===== src/rtl/ioport_pkg.sv =====
`timescale 1ns/1ps
package ioport_pkg;

    localparam int unsigned BUS_ADDR_W = 20;
    localparam int unsigned BYTE_W     = 8;
    localparam int unsigned PORT_CNT   = 8;
    localparam int unsigned SEL_W      = $clog2(PORT_CNT);
    localparam int unsigned SEL_LSB    = 1;
    localparam int unsigned EN_BIT     = 15;

    typedef logic [SEL_W-1:0]  port_idx_t;
    typedef logic [BYTE_W-1:0] byte_t;

    // Bus fields that matter for decoding, sampled during the strobe-low phase
    typedef struct packed {
        logic      io_cyc;   // 1 when the cycle targets I/O space
        logic      dec_en;   // decoder enable address bit
        port_idx_t sel;      // port number from the address
        byte_t     data;
    } bus_cap_t;

    function automatic bus_cap_t make_cap(input logic      mem_sel,
                                          input logic      en_bit,
                                          input port_idx_t sel,
                                          input byte_t     data);
        bus_cap_t c;
        c.io_cyc = ~mem_sel;
        c.dec_en = en_bit;
        c.sel    = sel;
        c.data   = data;
        return c;
    endfunction

    function automatic logic cap_hits(input bus_cap_t c);
        return c.io_cyc & c.dec_en;
    endfunction

endpackage


===== src/rtl/ioport_strobe.sv =====
`timescale 1ns/1ps
module ioport_strobe
    import ioport_pkg::*;
(
    input  logic     clk,
    input  logic     rst,
    input  logic     wr_n,
    input  bus_cap_t bus_now,
    output logic     commit,
    output bus_cap_t held
);

    logic wr_n_q;

    always_ff @(posedge clk) begin
        if (rst) begin
            wr_n_q <= 1'b1;
            held   <= '0;
        end else begin
            wr_n_q <= wr_n;
            if (!wr_n) begin
                held <= bus_now;
            end
        end
    end

    // Strobe seen high now after a low sample: the write phase just ended
    assign commit = wr_n & ~wr_n_q;


    commit_single_chk: assert property (@(posedge clk) disable iff (rst)
        commit |=> !commit);

endmodule


===== src/rtl/ioport_decode.sv =====
`timescale 1ns/1ps
module ioport_decode
    import ioport_pkg::*;
(
    input  logic                clk,
    input  logic                rst,
    input  logic                commit,
    input  bus_cap_t            held,
    output logic [PORT_CNT-1:0] port_en
);

    logic hit;

    assign hit = commit & cap_hits(held);

    for (genvar i = 0; i < PORT_CNT; i++) begin : g_sel
        assign port_en[i] = hit & (held.sel == SEL_W'(i));
    end


    en_onehot_chk: assert property (@(posedge clk) disable iff (rst)
        $onehot0(port_en));


    en_needs_commit_chk: assert property (@(posedge clk) disable iff (rst)
        !commit |-> (port_en == '0));

endmodule


===== src/rtl/ioport_latch.sv =====
`timescale 1ns/1ps
module ioport_latch #(
    parameter int unsigned W = 8
) (
    input  logic         clk,
    input  logic         rst,
    input  logic         en,
    input  logic [W-1:0] d,
    output logic [W-1:0] q
);

    always_ff @(posedge clk) begin
        if (rst) begin
            q <= '0;
        end else if (en) begin
            q <= d;
        end
    end


    load_chk: assert property (@(posedge clk) disable iff (rst)
        en |=> (q == $past(d)));


    hold_chk: assert property (@(posedge clk) disable iff (rst)
        !en |=> $stable(q));

endmodule


===== src/rtl/ioport_bank.sv =====
`timescale 1ns/1ps
module ioport_bank
    import ioport_pkg::*;
(
    input  logic                              clk,
    input  logic                              rst,
    input  logic [BUS_ADDR_W-1:0]             addr,
    input  logic                              mem_io,
    input  logic                              wr_n,
    input  logic [BYTE_W-1:0]                 wdata,
    output logic [PORT_CNT-1:0][BYTE_W-1:0]   port_q
);

    bus_cap_t            bus_now;
    bus_cap_t            held;
    logic                commit;
    logic [PORT_CNT-1:0] port_en;
    logic                addr_unused;

    // Address bits outside the enable bit and the select field play no part
    assign addr_unused = ^{addr[BUS_ADDR_W-1:EN_BIT+1],
                           addr[EN_BIT-1:SEL_LSB+SEL_W],
                           addr[SEL_LSB-1:0]};

    assign bus_now = make_cap(mem_io, addr[EN_BIT],
                              addr[SEL_LSB +: SEL_W], wdata);

    ioport_strobe u_strobe (
        .clk     (clk),
        .rst     (rst),
        .wr_n    (wr_n),
        .bus_now (bus_now),
        .commit  (commit),
        .held    (held)
    );

    ioport_decode u_decode (
        .clk     (clk),
        .rst     (rst),
        .commit  (commit),
        .held    (held),
        .port_en (port_en)
    );

    for (genvar p = 0; p < PORT_CNT; p++) begin : g_port
        ioport_latch #(.W(BYTE_W)) u_latch (
            .clk (clk),
            .rst (rst),
            .en  (port_en[p]),
            .d   (held.data),
            .q   (port_q[p])
        );
    end


    reset_clear_chk: assert property (@(posedge clk) disable iff (rst)
        $past(rst) |-> (port_q == '0));


    mem_ignored_chk: assert property (@(posedge clk) disable iff (rst)
        (commit && !held.io_cyc) |=> $stable(port_q));


    enable_bit_chk: assert property (@(posedge clk) disable iff (rst)
        (commit && !held.dec_en) |=> $stable(port_q));

endmodule


===== config.mk =====
export PLATFORM = sky130hd
export DESIGN_NAME = ioport_bank
export DESIGN_NICKNAME = d
export VERILOG_FILES = /design/src/rtl/ioport_pkg.sv /design/src/rtl/ioport_strobe.sv /design/src/rtl/ioport_decode.sv /design/src/rtl/ioport_latch.sv /design/src/rtl/ioport_bank.sv
export SDC_FILE = /design/constraint.sdc
export NUM_CORES = 1
export LEC_CHECK = 0
export ABC_AREA = 1
export BUFFER_PORTS_ARGS = -buffer_cell sky130_fd_sc_hd__clkbuf_2
export CORE_MARGIN = 2
export CORE_UTILIZATION = 31
export DETAILED_ROUTE_END_ITERATION = 10
export PLACE_DENSITY = 0.6
export SLEW_MARGIN = 20
export SYNTH_ARGS = -nofsm -noshare
export SYNTH_HDL_FRONTEND = slang
export SYNTH_SLANG_ARGS = --single-unit

===== constraint.sdc =====
create_clock -name clk -period 1.4 [get_ports clk]
set_clock_uncertainty 0.15 [all_clocks]
set_input_delay 0.07 -clock clk [delete_from_list [all_inputs] [get_ports clk]]
set_output_delay 0.07 -clock clk [all_outputs]
set_load 0.005 [all_outputs]

Yosys cells after proc, flatten, opt, wreduce, memory -nomap -nowiden
Cells that the tools add are included.

word-level totals
  register bits = 78
  bits in latches = 0
  RAM bits = 0
  ROM bits = 0
  input port bits = 32
  word-level logic and storage cells = 34
  memories kept = 0

cells by class
  add/subtract/negate cells = 0
  multipliers = 0
  div/mod/pow operators = 0
  order comparisons = 0
  equality and inequality tests = 7
  shift operators = 0
  muxes and demuxes = 0
  bitwise operators = 13
  reduce and logical (&&, ||, !) cells = 1

operators with widths
  operator            number
  $eq 3x3->1 const B  4
  $and 1x1->1         11
  $eq 3x2->1 const B  2
  $eq 3x1->1 const B  1
  $logic_not 3->1     1
  $not 1->1           2

Depth between registers and ports, before layout
Gate-level depths: netlist of the first run.

  depth after elaboration = 4
  depth in mapped cells = 7
  depth with buffers taken out = 6

Hierarchy
A second synthesis of the first run with hierarchy kept.

unflattened totals
  cells, all modules = 517
  area total of the unflattened synthesis = 3412.0 µm²

modules (own cells, without submodules)
  module         instances  cells an instance  area an instance (µm²)  seq. area each (µm²)
  ioport_latch   8          51                 341.6                   160.2
  ioport_strobe  1          87                 580.6                   280.3
  ioport_decode  1          21                 95.1                    0.0
  ioport_bank    1          1                  3.8                     0.0

Worst setup path before layout of the first run
No wires, ideal clock.

  kind = register -> register
  start point = register u_strobe.held[10] (netlist name)
  end point = register g_port[0].u_latch.q[0]
  arrival = 1.135 ns
  data required time = 1.137 ns
  path slack = 0.002 ns
  stages on the path, launching flop included = 6
  path buffers = 1
  cells stage by stage = dfxtp_1 -> buf_6 -> nor3_1 -> nand3_1 -> nand2_1 -> nor2_1

on the way
  longest elaborated chain between the ends = 2

RTL lines
  what                    line                 RTL
  $logic_not 3->1         ioport_decode.sv:17  assign port_en[i] = hit & (held.sel == SEL_W'(i));
  $and 1x1->1             ioport_decode.sv:17
  end signal: assignment  ioport_latch.sv:14   q <= '0;
  end signal: assignment  ioport_latch.sv:16   q <= d;
  end: declaration        ioport_latch.sv:9    output logic [W-1:0] q

Every way passes these cells.
A chain may end at the register's enable or synchronous reset.

Worst setup path after layout of the first run
  start point = register u_strobe.wr_n_q
  end point = register g_port[6].u_latch.q[0]

on the way
  longest elaborated chain between the ends = 4

RTL lines
  what                      line                 RTL
  start: declaration        ioport_strobe.sv:13  logic wr_n_q;
  start signal: assignment  ioport_strobe.sv:20  wr_n_q <= wr_n;
  $not 1->1                 ioport_strobe.sv:28  assign commit = wr_n & ~wr_n_q;
  $and 1x1->1               ioport_strobe.sv:28
  $and 1x1->1               ioport_decode.sv:14  assign hit = commit & cap_hits(held);
  $and 1x1->1               ioport_decode.sv:17
  end signal: assignment    ioport_latch.sv:14
  end signal: assignment    ioport_latch.sv:16
  end: declaration          ioport_latch.sv:9

Every way passes these cells.

==> reports/results.ini, run 1 <==
[place]
dp_slack_ns = 0.04429
port_buffers = 79
routabilityCongestion = 0.7902
dpl.cell_count = 643
post-dp-hpwl_um = 5893

[clock_network]
htree_levels = 3
clk_latency_ns = 0.35
cts_buffers = 9
cts_tree = yes
clkTransAtPathRegs_ns = 0.08
cts.sinks = 78
cts_max_path_buffers = 2
clockRootBuffer = clkbuf_8

[critical_path]
cp_max_fo = 5
r2r_cells = 8
ff2ff_setup_slack_ns = 0.06
crit_cells = 8
crit_end = g_port[6].u_latch.q[0]
critPathRequiredTime_ns = 1.49
cp_cell_sequence = inv_2 > nand2_2 > nor2_4 > buf_6 > clkbuf_16 > nand3_1 > nand2_1 > nor2_1
setup.worst_path.class = reg2reg
slowest_stage = dfxtp_2
critical-path-top-delay-family = simple AND/OR/NAND/NOR gates
critPathCaptureType = flip-flop
slowest_delay_ns = 0.33
cp.arrival_ns = 1.43
worstSetupStartpoint = u_strobe.wr_n_q
path_buf_inv = 3
start_kind = flip-flop
r2r_start = u_strobe.wr_n_q
worst_r2r_endpoint = g_port[6].u_latch.q[0]

[synth]
netlist_area_mm2 = 0.003097
synth_top_cell_by_area = dfxtp_1
synth_top_area_share_pct = 50.42
ys_ff_latch = 78
synth_cells = 424
ys_seq_area_share_pct = 50.42
yosys_warnings = 0
avgSynthCellArea_um2 = 7.304
ys_types = 20
syn-num-nets = 456
synthTopCellsByArea = dfxtp_1 50%, nor2_1 14%, nand3_1 11%, nand2_1 8.4%, a21oi_1 4.5%

[detailed_routing]
ant_nets = 0
via_per_inst = 4.529
num_vias = 3080
wl_um = 8899
drc = 0
dr.pass1.iters = 4
drt_iter0_drc = 169
wl_per_cell_um = 13.09

[timing]
final.period_utilization_pct = 95.37
min_period_ns = 1.335
drv_slew = 0
rsz0062_at_grt = yes
max_freq_mhz = 748.9
whs_ns = 0.02981
slew_headroom_pct = 73.24
fin_ws_ns = 0.06478
hold_viol_final = 0
setup_viol = 0
tightest_slew_ns = 0.3990

[hold_path]
hp-class = in2reg

[layout]
fin_nets = 575
stdcell_count = 680
area_growth_pct = 40.57
drive_above_1_share_pct = 30.35
diodes = 0

[floorplanning]
die_h_um = 103.9
fp.dieArea_mm2 = 0.01080
start_util_pct = 31.83
ios = 96
core_area_mm2 = 0.009729
die_w_um = 103.9
row_count = 36

[global_routing]
grt_pass1_vias = 2842
grt_pass1_wl_um = 13990
grt.overflow.total = 0
grt_usage_pct = 16.29
grt_max_degree = 42
antenna_found_initial = 0

[power_and_ir_drop]
p_leak_nw = 1.880
power_density_mw_per_mm2 = 966.5
peakVddDrop_mv = 0.3776

[run_status]
status = complete, no violations

[run]
maxCapViolCount = 0

[area by class of cell]
type	count	area (um2)
clock buffers	11	151.4
repair buffers	129	938.4
clock inverters	4	22.52
flip-flops and latches	78	1572
inverters	15	56.30
multi-input cells	310	1446
fillers	1040	5376
well taps	133	166.4
[through the flow]
stage	area, um2	utilization, %	TNS, ns	power, W
2_1_floorplan	3097	-	0	0.002503
3_3_place_gp	3831	39.38	0	0.002665
3_5_place_dp	3831	39.38	0	0.002668
4_1_cts	4155	42.71	0	0.004220
5_1_grt	4353	44.74	-0.2422	0.004389
6_report	4353	44.74	0	0.004207
[tightest hold or removal path: stages]
cell and delay, ns:
clkbuf_2 0.10, buf_4 0.23, a21oi_1 0.09
[cells by family (layout without fill, tap and decap cells)]
logic type	after synthesis	after routing	synth area share [%]
buffers and inverters	36	159	5.212
flip-flops	78	78	50.42
AND/OR/NAND/NOR	269	269	37.70
AO/OA/AOI/OAI	41	41	6.667
[cell usage after synthesis]
cell and number:
buf_6 1, nand2_4 1, dfxtp_1 78, inv_1 7
nor2_2 3, clkinv_1 8, o22ai_1 1, o21ai_0 12
buf_4 2, nand2_1 69, nor3_1 1, buf_1 6
buf_2 9, a21oi_1 28, nor3_2 1, or2_2 1
nand3_1 70, clkbuf_1 3, nor2_1 117, nor2_4 6
[repair_timing]
item | CTS | global route
endpoints found under the setup margin | 0 | 64
setup buffers | 0 | 2
hold endpoints to repair | 14 | 0
hold buffers | 15 | 0
gates resized for setup | 0 | 28
[registers in the layout, indices dropped and copies added, names as in the netlist]
signal and count:
u_strobe.held 13, u_strobe.wr_n_q 1, g_port.u_latch.q 64
[how the worst min path moves through the flow]
stage | startpoint | slack, ns | to | cells after the start
4_1_cts | wr_n | 0.002 | u_strobe.held[7] | 3
2_1_floorplan | mem_io | 0.03 | u_strobe.held[12] | 1
6_report | wr_n | 0.03 | u_strobe.held[8] | 3
3_3_place_gp | mem_io | 0.11 | u_strobe.held[12] | 2
5_1_grt | wr_n | 0.03 | u_strobe.held[7] | 3
3_5_place_dp | mem_io | 0.12 | u_strobe.held[12] | 2
[power by group]
| part | internal, W | switching (W) | leakage, nW |
|---|---|---|---|
| sequential | 0.00225 | 0.0000188 | 0.633 |
| clock | 0.000722 | 0.000816 | 0.0910 |
| combinational | 0.000164 | 0.000240 | 1.16 |
| total | 0.00313 | 0.00108 | 1.88 |
[placed cells by master (no fill, tap or decap), types with 11 or more instances in the layout]
master / instances
nor2_1: 114
clkbuf_2: 79
dfxtp_1: 74
nand2_1: 67
nand3_1: 60
a21oi_1: 28
buf_4: 23
dlygate4sd3_1: 15
o21ai_0: 12
clkbuf_8: 11
[metal layers]
layer	GRT usage (%)	wire length (um)	up-vias	share of wire, %
li1	-	-	1607	-
met1	21.56	4334	1383	49
met2	25.28	3974	84	45
met3	4.699	527	6	5.9
met4	5.888	62	0	0.70
met5	0	0	-	0
Note: power is estimated with default switching activity, not from simulation.
==> run 2, diff against run 1 <==
Settings changed: CTS_CLUSTER_DIAMETER from default to 60, SETUP_SLACK_MARGIN from default to 0.4.
==> run 2 against run 1 <==
  * The run now ends with negative hold slack, negative setup slack left
  * Clock-buffer cell count down 1
  * Clock power is 8% lower
  * Critical endpoint is now g_port[4].u_latch.q[7]
  * Global-route usage grew 0.45 points
  * Final cell count grew 3.2%
==> reports/results.ini, run 2 (synthesis gave the netlist of run 1 again) <==
[floorplanning]
start_util_pct = 31.83
die_w_um = 103.9
row_count = 36
core_area_mm2 = 0.009729
fp.dieArea_mm2 = 0.01080
die_h_um = 103.9
ios = 96

[layout]
area_growth_pct = 64.28
top_regs = g_port.u_latch.q (64), u_strobe.held (13), u_strobe.wr_n_q (1)
fill_cells = 971
largest_reg_flops = 64
drive_above_1_share_pct = 54.31
post-route-util_pct = 52.29
stdcell_count = 702
final_area_mm2 = 0.005087
fin_nets = 597
final_cell_mix = 108 x nor2_1, 74 x clkbuf_2, 68 x dfxtp_2
final_common_cell = nor2_1
top_register = g_port.u_latch.q
diodes = 0

[clock_network]
cts.sinks = 78
cts_tree = yes
cts_hold_buf = 14
htree_levels = 3
cts_buffers = 9
clk_latency_ns = 0.34
cts_max_path_buffers = 2
clkTransAtPathRegs_ns = 0.08
clockRootBuffer = clkbuf_8

[global_routing]
gr-usage-met2_pct = 28.05
grt_busiest_layer = met2
grt_pass1_wl_um = 14660
grt.overflow.total = 0
grtUsageMet3_pct = 4.449
grt_max_degree = 41
grt_pass1_vias = 3074
grt_usage_pct = 16.74
met1_usage_pct = 20.99
antenna_found_initial = 0

[place]
dpl.cell_count = 639
dp_slack_ns = -0.003511
routabilityCongestion = 0.7394
post-dp-hpwl_um = 5743
placed_cell_area_mm2 = 0.003872
port_buffers = 79

[timing]
drv_slew = 0
tns_ns = -0.05663
fin_ws_ns = -0.01272
slew_headroom_pct = 74.46
min_period_ns = 1.413
rsz0062_at_grt = yes
whs_ns = -0.1183
hold_viol_final = 1
tightest_slew_ns = 0.3826
final.period_utilization_pct = 100.9
setup_viol = 9
max_freq_mhz = 707.9

[power_and_ir_drop]
combPwrFrac_pct = 11.7
pwr-share-clk_pct = 33.7
power_density_mw_per_mm2 = 818.4
p_seq_share_pct = 54.6
p_sw_share_pct = 26.45
p_int_w = 0.003062
p_sw_w = 0.001101
peakVddDrop_mv = 0.4991
p_leak_nw = 2.112

[detailed_routing]
wl_per_cell_um = 13.96
num_vias = 3210
dr.pass1.iters = 4
drc = 0
via_per_inst = 4.573
ant_nets = 0
drt_iter0_drc = 115
wl_um = 9803

[hold_path]
hp-class = in2reg
hold_start = wr_n

[critical_path]
critPathCaptureType = flip-flop
start_kind = flip-flop
cp_max_fo = 8
critPathRequiredTime_ns = 1.48
worstSetupStartpoint = u_strobe.held[10]
setup.worst_path.class = reg2reg
cp.arrival_ns = 1.50
slowest_stage = dfxtp_2
cp_cell_sequence = clkinvlp_4 > buf_4 > nor3_4 > buf_6 > nand3_1 > nand2_1 > nor2_1
slowest_delay_ns = 0.35
r2r_start = u_strobe.held[10]

[run]
maxCapViolCount = 0

[run_status]
status = complete, but fails checks
violations = negative hold slack, negative setup slack

run 2: cell types whose count changed in the layout (fill, tap and decap cells not counted), moves of 6 or more:
| cell | before | now |
|---|---|---|
| nand2_1 | 67 | 61 |
| nor2_4 | 7 | 14 |
| dfxtp_1 | 74 | 8 |
| dfxtp_2 | 2 | 68 |
| buf_4 | 23 | 36 |
| nand3_1 | 60 | 24 |
| nor2_1 | 114 | 108 |
| nand3_2 | 10 | 45 |
run 2: per-layer routing:
metal | up-vias | share of wire, %
met4 | 0 | 0.96
met3 | 10 | 4.0
met5 | - | 0
met1 | 1470 | 44
met2 | 85 | 51
li1 | 1645 | -
run 2: what timing repair did:
item / in CTS / in global routing
endpoints found under the hold margin: 14 / 1
setup buffers: 12 / 10
resized for setup: 94 / 60
endpoints found under the setup margin: 129 / 129
gates cloned: 2 / 10
pin swaps: 20 / 38
run 2: worst max-delay path: cells and delay by family (launching register included):
family / cells / cell delay, ns
DFF: 1 / 0.35
and+or+nand+nor: 4 / 0.29
buffers and inverters: 3 / 0.51
run 2: power groups by stage:
stage	logic, W	clock network (W)	registers (W)
finish	0.000487	0.00141	0.00227
global route	0.000524	0.00155	0.00227
CTS	0.000428	0.00146	0.00227
detailed placement	0.000362	0	0.00232
global placement	0.000359	0	0.00232
floorplan	0.000205	0	0.00231
run 2: area by class of cell:
| type | instances | area [um2] | area share (%) |
|---|---|---|---|
| timing repair buffer | 151 | 1305 | 25.65 |
| clock inverter | 5 | 27.53 | 0.5411 |
| tap | 133 | 166.4 | 3.271 |
| clock buffer | 10 | 127.6 | 2.509 |
| multi-input combinational | 310 | 1743 | 34.26 |
| inverter | 15 | 63.81 | 1.254 |
| sequential | 78 | 1654 | 32.51 |
run 2: per-stage QoR:
| stage | hold slack (ns) | power [W] |
|---|---|---|
| after floorplan | 0.02507 | 0.002519 |
| after global placement | 0.1140 | 0.002675 |
| after detailed placement | 0.1241 | 0.002678 |
| after CTS | -0.1175 | 0.004154 |
| after global routing | -0.1328 | 0.004349 |
| final | -0.1183 | 0.004164 |
run 2: path summary, 6_finish.rpt:
| path | endpoint | slack [ns] | cells after the start |
|---|---|---|---|
| max | g_port[4].u_latch.q[7] | -0.01 | 7 |
| min | u_strobe.held[12] | -0.12 | 3 |
| max reg2reg | g_port[4].u_latch.q[7] | -0.01 | 7 |
| min reg2reg | g_port[7].u_latch.q[2] | 0.31 | 2 |
==> run 3, diff against run 2 <==
Settings changed: ABC_AREA 1 to default.
==> run 3 against run 2 <==
  * The flow still finishes with violations (negative hold slack, negative setup slack)
  * Clock-buffer cell count rose by 3
  * Wire length down 23%
  * Design area down 12%
  * Fmax is 9.2% lower
  * Total power up 1.3%
  * Die area is 0.42% lower
  * Final cell count fell by 23%
  * Via count fell by 27%
  * Synthesized cell count shrank 33%
  * Combinational power down 47%
  * Critical path type unchanged
  * Largest power group unchanged
==> reports/results.ini, run 3 <==
[clock_network]
clkTransAtPathRegs_ns = 0.08
clockRootBuffer = clkbuf_8
cts_max_path_buffers = 2
htree_levels = 3
clk_latency_ns = 0.34
cts.sinks = 78
cts_buffers = 9
cts_tree = yes

[synth]
ys_ff_latch = 78
ys_async_sr_fraction_pct = 0
synthTopCellsByArea = dfxtp_1 51%, mux2i_1 25%, nand2b_1 15%, clkbuf_1 1.8%, nor2_1 1.8%
synth_common_cells = 78 x dfxtp_1, 76 x mux2i_1, 72 x nand2b_1, 15 x clkbuf_1, 15 x nor2_1
avgSynthCellArea_um2 = 10.93
ys_types = 19
synth_cells = 282
yosys_warnings = 0
yosysMostFrequentCell = dfxtp_1
synth_edf_count = 0
netlist_area_mm2 = 0.003083
synth_ff_type = dfxtp_1
synth_top_area_share_pct = 50.65
ys_seq_area_share_pct = 50.65
synth_top_cell_by_area = dfxtp_1
syn-num-nets = 314

[detailed_routing]
num_vias = 2330
drc = 0
wl_per_cell_um = 14.01
wl_um = 7580
dr.pass1.iters = 4
ant_nets = 0
drt_iter0_drc = 93
via_per_inst = 4.307

[power_and_ir_drop]
p_int_w = 0.003299
pwr-share-clk_pct = 40.4
p_leak_nw = 2.259
power_density_mw_per_mm2 = 942.3
combPwrFrac_pct = 6.2
p_sw_share_pct = 21.74
peakVddDrop_mv = 0.3790
power.total_w = 0.004216
p_sw_w = 0.0009168
p_seq_share_pct = 53.5

[floorplanning]
ios = 96
start_util_pct = 31.69
core_area_mm2 = 0.009729
row_count = 36
fp.dieArea_mm2 = 0.01076
die_h_um = 103.7
die_w_um = 103.7

[timing]
rsz0062_at_grt = yes
setup_viol = 56
min_period_ns = 1.555
whs_ns = -0.02712
drv_slew = 0
fin_ws_ns = -0.1553
tightest_slew_ns = 0.3717
final.period_utilization_pct = 111.1
slew_headroom_pct = 75.22
max_freq_mhz = 643.0
hold_viol_final = 6

[critical_path]
critPathRequiredTime_ns = 1.45
critPathCaptureType = flip-flop
start_kind = flip-flop
cp_max_fo = 8
setup.worst_path.class = reg2reg
cp.arrival_ns = 1.61

[global_routing]
grt_pass1_wl_um = 12160
antenna_found_initial = 0
grt_usage_pct = 14.32
grt.overflow.total = 0
grt_pass1_vias = 2373
grt_max_degree = 26

[layout]
top_register = g_port.u_latch.q
fin_nets = 435
area_growth_pct = 45.13
final_common_cell = mux2i_1
diodes = 0
top_regs = g_port.u_latch.q (64), u_strobe.held (13), u_strobe.wr_n_q (1)
largest_reg_flops = 64
final_cell_mix = 76 x mux2i_1, 72 x nand2b_1, 65 x dfxtp_2
drive_above_1_share_pct = 52.45

[place]
routabilityCongestion = 0.7215
post-dp-hpwl_um = 5221
dp_slack_ns = -0.1966
port_buffers = 79

[run]
maxCapViolCount = 0

[hold_path]
hp-class = in2reg

[run_status]
status = complete, but fails checks
violations = negative hold slack, negative setup slack

run 3: cell types whose count changed after synthesis, sizes merged, moves of 8 or more:
cell	previous run	this run
nand2b	0	72
nand2	70	0
clkinv	8	0
o21ai	12	0
mux2i	0	76
a21oi	28	1
nor2	126	15
clkbuf	3	16
nand3	70	1
run 3: area by class of cell:
class	instances	area, um2
clock buffer	13	158.9
clock inverter	3	42.54
fill	990	5255
multi-input combinational	175	1429
sequential	78	1647
tap	133	166.4
timing repair buffer	139	1031
run 3: power groups by stage:
stage	combinational, W	clock [W]	sequential (W)
6_report	0.000260	0.00170	0.00226
5_1_grt	0.000282	0.00185	0.00226
4_1_cts	0.000262	0.00176	0.00226
3_5_place_dp	0.000228	0	0.00231
3_3_place_gp	0.000224	0	0.00231
2_1_floorplan	0.000150	0	0.00230
run 3: worst max-delay path, cell delays in order, from the launching register on:
cell and delay, ns:
dfxtp_4 0.37, nand4b_4 0.09, or4b_4 0.53, buf_8 0.16, mux2i_1 0.11
run 3: per-layer routing:
| metal | up-vias | GRT usage (%) | routed length, um | part of all wire (%) |
|---|---|---|---|---|
| li1 | 1163 | - | - | - |
| met1 | 1109 | 18.89 | 3599 | 47 |
| met2 | 49 | 22.99 | 3606 | 48 |
| met3 | 9 | 2.895 | 296 | 3.9 |
| met4 | 0 | 5.792 | 77 | 1.0 |
| met5 | - | 0 | 0 | 0 |
run 3: through the flow:
stage | TNS (ns) | util, % | hold WS (ns) | area [um2] | std cells
CTS | -4.219 | 43.65 | -0.03705 | 4247 | 527
global route | -7.279 | 45.99 | 0.01308 | 4474 | 541
detailed placement | -5.500 | 38.55 | 0.1578 | 3751 | 492
floorplan | -0.8665 | - | 0.06382 | 3174 | 282
global placement | -4.648 | 38.55 | 0.1532 | 3751 | 492
finish | -3.133 | 45.99 | -0.02712 | 4474 | 541
run 3: timing repair:
| action | CTS | global route |
|---|---|---|
| hold buffers | 13 | 0 |
| pin swaps | 3 | 1 |
| hold endpoints to repair | 13 | 0 |
| gates resized for setup | 74 | 32 |
| buffers inserted | 6 | 14 |
| setup endpoints to repair | 128 | 128 |
run 3: final timing paths:
path,startpoint,to,slack [ns],cells past startpoint
worst min-delay path,rst,u_strobe.held[2],-0.03,2
worst min register to register,g_port[2].u_latch.q[4],g_port[2].u_latch.q[4],0.32,2
worst max-delay path,u_strobe.held[11],g_port[1].u_latch.q[7],-0.16,4
worst max register to register,u_strobe.held[11],g_port[1].u_latch.q[7],-0.16,4
run 3: cells by family (layout without fill, tap and decap cells):
group | count (synthesis) | after routing | synth area share, %
compound gates | 1 | 1 | 0.1622
buf+inv | 29 | 155 | 4.342
flops | 78 | 78 | 50.65
mux | 76 | 76 | 24.68
simple gates | 98 | 98 | 20.17
